==> config.mk <==
export PLATFORM = sky130hd
export DESIGN_NAME = irq_router
export DESIGN_NICKNAME = d
export VERILOG_FILES = /design/src/rtl/irq_router_pkg.sv /design/src/rtl/irq_src_sync.sv /design/src/rtl/irq_regfile.sv /design/src/rtl/irq_steer.sv /design/src/rtl/irq_router.sv
export SDC_FILE = /design/constraint.sdc
export NUM_CORES = 1
export LEC_CHECK = 0
export ABC_CLOCK_PERIOD_IN_PS = 2700
export BUFFER_PORTS_ARGS = -buffer_cell sky130_fd_sc_hd__buf_4
export CAP_MARGIN = 20
export CORE_MARGIN = 10
export CORE_UTILIZATION = 37
export DETAILED_ROUTE_END_ITERATION = 7
export PLACE_DENSITY = 0.63
export REMOVE_ABC_BUFFERS = 1
export SETUP_SLACK_MARGIN = 0.1
export SYNTH_ARGS = -nofsm -noshare
export SYNTH_HDL_FRONTEND = slang
export SYNTH_SLANG_ARGS = --single-unit
==> constraint.sdc <==
create_clock -name clk -period 2.7 [get_ports clk]
set_input_delay 0.27 -clock clk [delete_from_list [all_inputs] [get_ports clk]]
set_output_delay 0.27 -clock clk [all_outputs]
set_load 0.01 [all_outputs]
==> src/rtl/irq_router_pkg.sv <==
package irq_router_pkg;
  // word index of each register (byte offset / 4)
  localparam logic [2:0] W_PEND  = 3'd0;
  localparam logic [2:0] W_MASK  = 3'd1;
  localparam logic [2:0] W_STEER = 3'd2;
  localparam logic [2:0] W_FSTAT = 3'd3;
  localparam logic [2:0] W_ISTAT = 3'd4;
  localparam logic [2:0] W_CTRL  = 3'd5;

  typedef enum logic [1:0] {
    BUS_IDLE  = 2'b00,
    BUS_WRITE = 2'b01,
    BUS_READ  = 2'b10
  } bus_op_e;
endpackage

==> src/rtl/irq_src_sync.sv <==
module irq_src_sync #(
  parameter int N  = 32,
  parameter int LO = 7
) (
  input  logic         clk,
  input  logic         rst,
  input  logic [N-1:0] src_i,
  output logic [N-1:0] pend_o
);
  logic [N-1:0] meta_q, sync_q, pend_q;

  generate
    for (genvar i = 0; i < N; i++) begin : g_bit
      if (i < LO) begin : g_rsv
        assign meta_q[i] = 1'b0;
        assign sync_q[i] = 1'b0;
        assign pend_q[i] = 1'b0;
      end else begin : g_impl
        always_ff @(posedge clk) begin
          if (rst) begin
            meta_q[i] <= 1'b0;
            sync_q[i] <= 1'b0;
            pend_q[i] <= 1'b0;
          end else begin
            meta_q[i] <= src_i[i];
            sync_q[i] <= meta_q[i];
            pend_q[i] <= sync_q[i];
          end
        end
      end
    end
  endgenerate

  assign pend_o = pend_q;
endmodule

==> src/rtl/irq_regfile.sv <==
module irq_regfile
  import irq_router_pkg::*;
#(
  parameter int N      = 32,
  parameter int LO     = 7,
  parameter int ADDR_W = 5
) (
  input  logic              clk,
  input  logic              rst,
  input  logic [ADDR_W-1:0] bus_addr,
  input  logic              bus_we,
  input  logic [N-1:0]      bus_wdata,
  input  logic              bus_re,
  input  logic [N-1:0]      pend_i,
  output logic [N-1:0]      bus_rdata,
  output logic [N-1:0]      mask_o,
  output logic [N-1:0]      steer_o,
  output logic              gate_idle_o
);
  localparam logic [N-1:0] IMPL = {{(N-LO){1'b1}}, {LO{1'b0}}};

  logic [N-1:0] mask_q, steer_q, rdata_q, rd_mux;
  logic         gate_q;
  logic [2:0]   word;
  bus_op_e      op;

  assign word = bus_addr[4:2];
  always_comb begin
    if (bus_we)      op = BUS_WRITE;
    else if (bus_re) op = BUS_READ;
    else             op = BUS_IDLE;
  end

  always_ff @(posedge clk) begin
    if (rst) begin
      mask_q  <= '0;
      steer_q <= '0;
      gate_q  <= 1'b0;
    end else if (op == BUS_WRITE) begin
      case (word)
        W_MASK:  mask_q  <= bus_wdata & IMPL;
        W_STEER: steer_q <= bus_wdata & IMPL;
        W_CTRL:  gate_q  <= bus_wdata[0];
        default: ;
      endcase
    end
  end

  always_comb begin
    case (word)
      W_PEND:  rd_mux = pend_i;
      W_MASK:  rd_mux = mask_q;
      W_STEER: rd_mux = steer_q;
      W_FSTAT: rd_mux = pend_i & mask_q & steer_q;
      W_ISTAT: rd_mux = pend_i & mask_q & ~steer_q;
      W_CTRL:  rd_mux = {{(N-1){1'b0}}, gate_q};
      default: rd_mux = '0;
    endcase
  end

  always_ff @(posedge clk) begin
    if (rst)                  rdata_q <= '0;
    else if (op == BUS_READ)  rdata_q <= rd_mux;
  end

  assign bus_rdata   = rdata_q;
  assign mask_o      = mask_q;
  assign steer_o     = steer_q;
  assign gate_idle_o = gate_q;


  rsv_zero_chk: assert property (@(posedge clk) disable iff (rst)
    ((mask_q & ~IMPL) == '0) && ((steer_q & ~IMPL) == '0));


  ctrl_hold_chk: assert property (@(posedge clk) disable iff (rst)
    !(bus_we && word == W_CTRL) |=> $stable(gate_q));
endmodule

==> src/rtl/irq_steer.sv <==
module irq_steer #(
  parameter int N = 32
) (
  input  logic         clk,
  input  logic         rst,
  input  logic [N-1:0] pend_i,
  input  logic [N-1:0] mask_i,
  input  logic [N-1:0] steer_i,
  input  logic         idle_i,
  input  logic         gate_idle_i,
  output logic         irq_o,
  output logic         fiq_o,
  output logic         wake_o
);
  logic [N-1:0] act, to_fast, to_norm;

  generate
    for (genvar i = 0; i < N; i++) begin : g_route
      assign act[i]     = pend_i[i] & mask_i[i];
      assign to_fast[i] = act[i] & steer_i[i];
      assign to_norm[i] = act[i] & ~steer_i[i];
    end
  endgenerate

  logic wake_d;
  assign wake_d = (idle_i && !gate_idle_i) ? (|pend_i) : (|act);

  always_ff @(posedge clk) begin
    if (rst) begin
      irq_o  <= 1'b0;
      fiq_o  <= 1'b0;
      wake_o <= 1'b0;
    end else begin
      irq_o  <= |to_norm;
      fiq_o  <= |to_fast;
      wake_o <= wake_d;
    end
  end
endmodule

==> src/rtl/irq_router.sv <==
module irq_router #(
  parameter int N      = 32,
  parameter int LO     = 7,
  parameter int ADDR_W = 5
) (
  input  logic              clk,
  input  logic              rst,
  input  logic [N-1:0]      src_i,
  input  logic              idle_mode,
  input  logic [ADDR_W-1:0] bus_addr,
  input  logic              bus_we,
  input  logic [N-1:0]      bus_wdata,
  input  logic              bus_re,
  output logic [N-1:0]      bus_rdata,
  output logic              irq_o,
  output logic              fiq_o,
  output logic              wake_o
);
  logic [N-1:0] pend, mask, steer;
  logic         gate_idle;

  irq_src_sync #(.N(N), .LO(LO)) u_sync (
    .clk(clk), .rst(rst), .src_i(src_i), .pend_o(pend)
  );

  irq_regfile #(.N(N), .LO(LO), .ADDR_W(ADDR_W)) u_regs (
    .clk(clk), .rst(rst), .bus_addr(bus_addr), .bus_we(bus_we),
    .bus_wdata(bus_wdata), .bus_re(bus_re), .pend_i(pend),
    .bus_rdata(bus_rdata), .mask_o(mask), .steer_o(steer),
    .gate_idle_o(gate_idle)
  );

  irq_steer #(.N(N)) u_steer (
    .clk(clk), .rst(rst), .pend_i(pend), .mask_i(mask), .steer_i(steer),
    .idle_i(idle_mode), .gate_idle_i(gate_idle),
    .irq_o(irq_o), .fiq_o(fiq_o), .wake_o(wake_o)
  );


  masked_quiet_chk: assert property (@(posedge clk) disable iff (rst)
    ((pend & mask) == '0) |=> (!irq_o && !fiq_o));


  fast_route_chk: assert property (@(posedge clk) disable iff (rst)
    ((pend & mask & steer) != '0) |=> fiq_o);


  norm_route_chk: assert property (@(posedge clk) disable iff (rst)
    ((pend & mask & ~steer) != '0) |=> irq_o);


  idle_wake_chk: assert property (@(posedge clk) disable iff (rst)
    (idle_mode && !gate_idle && (pend != '0)) |=> wake_o);


  gated_wake_chk: assert property (@(posedge clk) disable iff (rst)
    ((!idle_mode || gate_idle) && ((pend & mask) == '0)) |=> !wake_o);
endmodule

==> impl_metrics.yaml, run 1 <==
timing:
  fin_skew_ns: 0.0123
  setup_violations: 0
  finalHoldViolCount: 0
  report.final.slew_viol_count: 0
  min_period_ns: 1.44
  worst_pin_slew_ns: 0.573
  slew_headroom: 0.618
  fin_crit_sh: 0.532
  max_freq_mhz: 696
  fin_setup_tns_ns: 0
  rsz0062_at_grt: "false"
die:
  start_util: 0.377
  die_width_um: 150
  core_area_mm2: 0.0166
  die_height_um: 150
  io_pins: 109
  die_area_mm2: 0.0225
  placementRows: 47
grt:
  grtUsageTotal: 0.160
  grt-ovfl-total: 0
  grt_pass1_wl_um: 28400
  grt_antenna_before_repair: 0
  grt_max_degree: 61
  grt_pass1_vias: 5143
detailed_routing:
  routedWlPerCell_um: 17.4
  vias_per_cell: 5.31
  drc_errors: 0
  num_vias: 5471
  wl_um: 17900
  antenna_left: 0
  drtIter0Drc: 556
  dr.pass1.iters: 8
final_layout:
  nNetsFinal: 871
  areaGrowthSynthToFinish_pct: 22.2
  final_util: 0.461
  layout-drive-gt1-share: 0.167
  n_antenna_cell: 0
critical_path:
  worstPathMaxFanout: 29
  setup.worst_path.start_class: "input pin"
  required_ns: 3.00
  crit_type: "input pin to register"
  cp-end-kind: "register"
  crit_arrival_ns: 1.74
clock_network:
  postCtsSetupBuffers: 0
  cts.clk_slew.worst_paths_ns: 0.06
  clkSinkCount: 155
  h-tree-depth: 4
  cts-buffers-inserted: 17
  cts_tree: "yes"
  hold_buffers: 0
  ctsResizeCount: 0
  clk_latency_ns: 0.43
  cts_root_buf: "clkbuf_16"
  clk_path_buf_depth: 2
synthesis:
  synth-seq-cells: 155
  synthArstFlopShare: 0
  synthTopCellsByArea: "dfxtp_1, nand2_1, nor2b_1"
  syn_area_mm2: 0.00625
  synth-seq-area-share: 0.496
  ys_warn_count: 0
  yosysTopAreaCellShare: 0.496
  post_synth_num_cell_types: 31
  synth_edf_count: 0
  yosys-top-cells-count: "dfxtp_1, nand2_1, nor2b_1"
  ys.flop_type: "dfxtp_1"
  avgSynthCellArea_um2: 8.56
  yosys.cell_count.top_type: "dfxtp_1"
  synth_top_area_cell: "dfxtp_1"
  syn_inst: 730
placed_design:
  hpwlAfterDp_um: 12100
  io_buffers: 87
  place_congestion: 0.874
power:
  power_mw: 5.05
  p_leak_nw: 2.79
  ir_worst_vdd_mv: 0.435
  power.density_mw_per_mm2: 661
job:
  maxCapViolations: 0
run_status:
  status: "complete, no violations"
worst_hold_path:
  min-delay-path-class: "input pin to register"
-- layout by cell type (no fill, tap or decap), types with 2 or more instances in the layout --
master	n
nand2b_1	25
o2111ai_1	28
nand4_1	10
clkbuf_8	3
nor3b_4	2
nand3b_1	7
a221oi_1	25
inv_6	2
nor2b_1	76
clkinv_4	2
a22oi_1	28
nand3_1	30
buf_4	96
nor2_1	26
nor3_1	6
o21ai_0	25
nand2_1	152
buf_12	4
nor4_1	7
conb_1	6
and2_1	2
dfxtp_1	155
a21oi_1	53
o22ai_1	7
clkbuf_16	17
clkinvlp_4	6
-- worst max-delay path: stages --
cell and delay, ns:
buf_4 0.32, nor3b_4 0.25, buf_4 0.35, nand2_1 0.09, buf_4 0.25, nand2_1 0.11, a21oi_1 0.07
-- cells by family after synthesis --
family          Yosys count  share of synthesized area
compound gates          169                      0.181
buf+inv                  58                     0.0472
flops                   155                      0.496
other cells               1                   0.000600
simple gates            347                      0.275
-- flip-flops by register name (all words and copies together), names as in the netlist --
register	flops
u_steer.irq_o	1
u_sync.sync_q	25
u_regs.gate_idle_o	1
u_sync.meta_q	25
u_sync.pend_o	25
u_steer.fiq_o	1
u_regs.mask_o	25
u_regs.bus_rdata	26
u_steer.wake_o	1
u_regs.steer_o	25
-- path summary, 6_finish.rpt --
kind	from	to	slack [ns]	cells past startpoint
worst max-delay path	bus_addr[2]	u_regs.mask_o[9]	1.26	7
worst min-delay path	src_i[11]	u_sync.meta_q[11]	0.05	2
worst max register to register	u_sync.pend_o[24]	u_steer.wake_o	1.39	4
worst min register to register	u_sync.sync_q[18]	u_sync.pend_o[18]	0.43	1
-- power breakdown --
part           switching, mW  internal, mW  total [mW]
Sequential            0.0481          2.35        2.40
Clock                  0.958          1.35        2.31
Combinational          0.192         0.148       0.340
-- stage by stage --
stage                     setup slack (ns)  cells  hold slack (ns)  cell area, µm²
after floorplan                      0.934    678            0.339            5980
after global placement               0.888    998            0.417            7060
after detailed placement             0.846    998            0.421            7060
after CTS                             1.30   1030           0.0294            7640
after global routing                  1.20   1030           0.0441            7640
final                                 1.26   1030           0.0452            7640
-- routing by layer --
layer,GRT usage,routed length (µm),vias to the layer above
li1,-,-,2683
met1,0.212,8090,2546
met2,0.242,8170,219
met3,0.0471,1390,23
met4,0.0539,297,0
met5,0,0,-
-- area by class of cell --
| type | count | area, µm² |
|---|---|---|
| Clock buffer | 21 | 470 |
| Clock inverter | 11 | 110 |
| Multi-Input combinational cell | 522 | 2880 |
| Inverter | 1 | 3.75 |
| Sequential cell | 155 | 3100 |
| Tap cell | 220 | 275 |
| Fill cell | 1661 | 8940 |
| Timing Repair Buffer | 100 | 801 |
Power figures use the tool's default switching activity.
==> run 2, diff against run 1 <==
ABC_CLOCK_PERIOD_IN_PS = 1400   (was 2700)
clock period = 1.4 ns   (was 2.7 ns; I/O delays follow)
==> run 2 against run 1 <==
Register-to-register slack lost 1.3 ns. Cell area grew 10%. Critical path type is now register to register. Clock power grew 96%. Final cell count grew 7.5%. Largest cell class unchanged. Clock-buffer cell count grew 1. Non-clock buffer count grew 78. Via count grew 7.2%. Highest routed layer unchanged. Sequential share of layout area shrank 3.7 points. Flip-flop and latch count is the same. Hold slack lost 0.0091 ns. Critical endpoint is now u_steer.irq_o. Routed wire length grew 5.9%. Worst setup slack lost 1.1 ns.
==> impl_metrics.yaml, run 2 (synthesis results as in run 1) <==
run_status:
  status: "complete, no violations"
final_layout:
  largest_register_ffs: 26
  instances_no_fill: 1107
  layout-drive-gt1-share: 0.193
  fillers: 1592
  multi_input_area_mm2: 0.00291
  n_antenna_cell: 0
  seq_area_mm2: 0.00311
  final_util: 0.508
  nNetsFinal: 949
  areaGrowthSynthToFinish_pct: 34.6
  layout_commonest_cell: "nand2_1"
  final_cell_mix: "nand2_1, dfxtp_1, buf_4"
timing:
  setup_violations: 0
  min_period_ns: 1.27
  fin_crit_sh: 0.908
  rsz0062_at_grt: "true"
  fin_skew_ns: 0.00798
  hold_ws_ns: 0.0361
  finalHoldViolCount: 0
  max_freq_mhz: 787
  report.final.slew_viol_count: 0
power:
  seq_power_share: 0.464
  p_clk_frac: 0.453
  p_comb_frac: 0.084
  p_leak_nw: 3.16
  switching_power_mw: 2.31
  power.density_mw_per_mm2: 1190
  p_int_mw: 7.68
  swShare: 0.231
  ir_worst_vdd_mv: 0.798
detailed_routing:
  drc_errors: 0
  routedWlPerCell_um: 17.2
  wl_met2_um: 8890
  wl_met3_um: 1470
  wl_met1_um: 8310
  num_vias: 5864
  drtIter0Drc: 543
  vias_per_cell: 5.30
  wl_um: 19000
  top_layer: "met4"
  antenna_left: 0
  dr.pass1.iters: 5
die:
  io_pins: 109
  core_area_mm2: 0.0166
  die_height_um: 150
  start_util: 0.377
  placementRows: 47
  die_area_mm2: 0.0225
  die_width_um: 150
critical_path:
  required_ns: 1.71
  max_stage_delay_ns: 0.42
  cp-startpoint: "u_sync.pend_o[13]"
  setup.worst_path.start_class: "register"
  cp-end-kind: "register"
  critPathBufInv: 0
  critPathSlowestCell: "dfxtp_1"
  worstReg2RegStart: "u_sync.pend_o[13]"
  worstPathMaxFanout: 4
  critical-path-top-delay-family: "compound AO/OA/AOI/OAI gates"
  crit_type: "register to register"
  crit_arrival_ns: 1.58
  crit_chain: "nand2_1 > o22ai_1 > nor3_1 > a31oi_1"
clock_network:
  clkSinkCount: 155
  cts_tree: "yes"
  clk_latency_ns: 0.42
  cts-buffers-inserted: 17
  postCtsSetupBuffers: 0
  cts.clk_slew.worst_paths_ns: 0.06
  h-tree-depth: 4
  clk_path_buf_depth: 2
  cts_root_buf: "clkbuf_16"
grt:
  grt_antenna_before_repair: 0
  grt_pass1_wl_um: 30800
  grtUsageTotal: 0.172
  grt_max_degree: 52
  grt_pass1_vias: 5724
  grt-ovfl-total: 0
worst_hold_path:
  min-delay-path-class: "input pin to register"
  hold_start: "bus_we"
job:
  maxCapViolations: 0
placed_design:
  place_congestion: 0.927
  io_buffers: 87
  dp.cells: 1025
  hpwlAfterDp_um: 13100
run 2: tightest hold or removal path, stage by stage:
cell,delay [ns]
buf_4,0.14
nand3_1,0.08
a21oi_1,0.05
run 2: layout make-up:
| cell class | instances | share of cell area |
|---|---|---|
| multi-input cells | 522 | 0.346 |
| well taps | 220 | 0.0327 |
| repair buffers | 178 | 0.183 |
| inverters | 1 | 0.000446 |
| flip-flops and latches | 155 | 0.369 |
| clock inverters | 9 | 0.0137 |
| clock buffers | 22 | 0.0551 |
run 2: through the flow:
stage | setup WS [ns] | TNS (ns) | total power, mW | area, µm²
floorplan | -0.236 | -16.18 | 4.97 | 5980
global placement | 0.0806 | 0 | 5.43 | 7290
detailed placement | 0.0230 | 0 | 5.44 | 7290
CTS | 0.119 | 0 | 10.1 | 8380
global route | 0.0886 | 0 | 10.4 | 8420
finish | 0.129 | 0 | 9.99 | 8420
run 2: per-layer routing:
| layer | vias up | GRT usage |
|---|---|---|
| li1 | 2847 | - |
| met1 | 2764 | 0.216 |
| met2 | 228 | 0.273 |
| met3 | 25 | 0.0553 |
| met4 | 0 | 0.0617 |
| met5 | - | 0 |
run 2: power groups by stage:
stage,logic [mW],clock network (mW),registers [mW]
4_1_cts,0.830,4.63,4.63
3_3_place_gp,0.706,0,4.72
5_1_grt,0.916,4.82,4.65
3_5_place_dp,0.715,0,4.73
6_report,0.837,4.52,4.63
2_1_floorplan,0.266,0,4.70
run 2: worst paths after layout:
kind | endpoint | slack (ns) | cells after the start
worst max-delay path | u_steer.irq_o | 0.13 | 4
worst max register to register | u_steer.irq_o | 0.13 | 4
worst min-delay path | u_regs.gate_idle_o | 0.04 | 3
worst min register to register | u_sync.sync_q[29] | 0.43 | 1
run 2: what timing repair did:
item | in CTS | in global routing
pin swaps | 1 | 3
cloned | 0 | 0
setup endpoints to repair | 1 | 2
hold buffers | 51 | 0
endpoints found under the hold margin | 76 | 0
gates resized for setup | 1 | 11
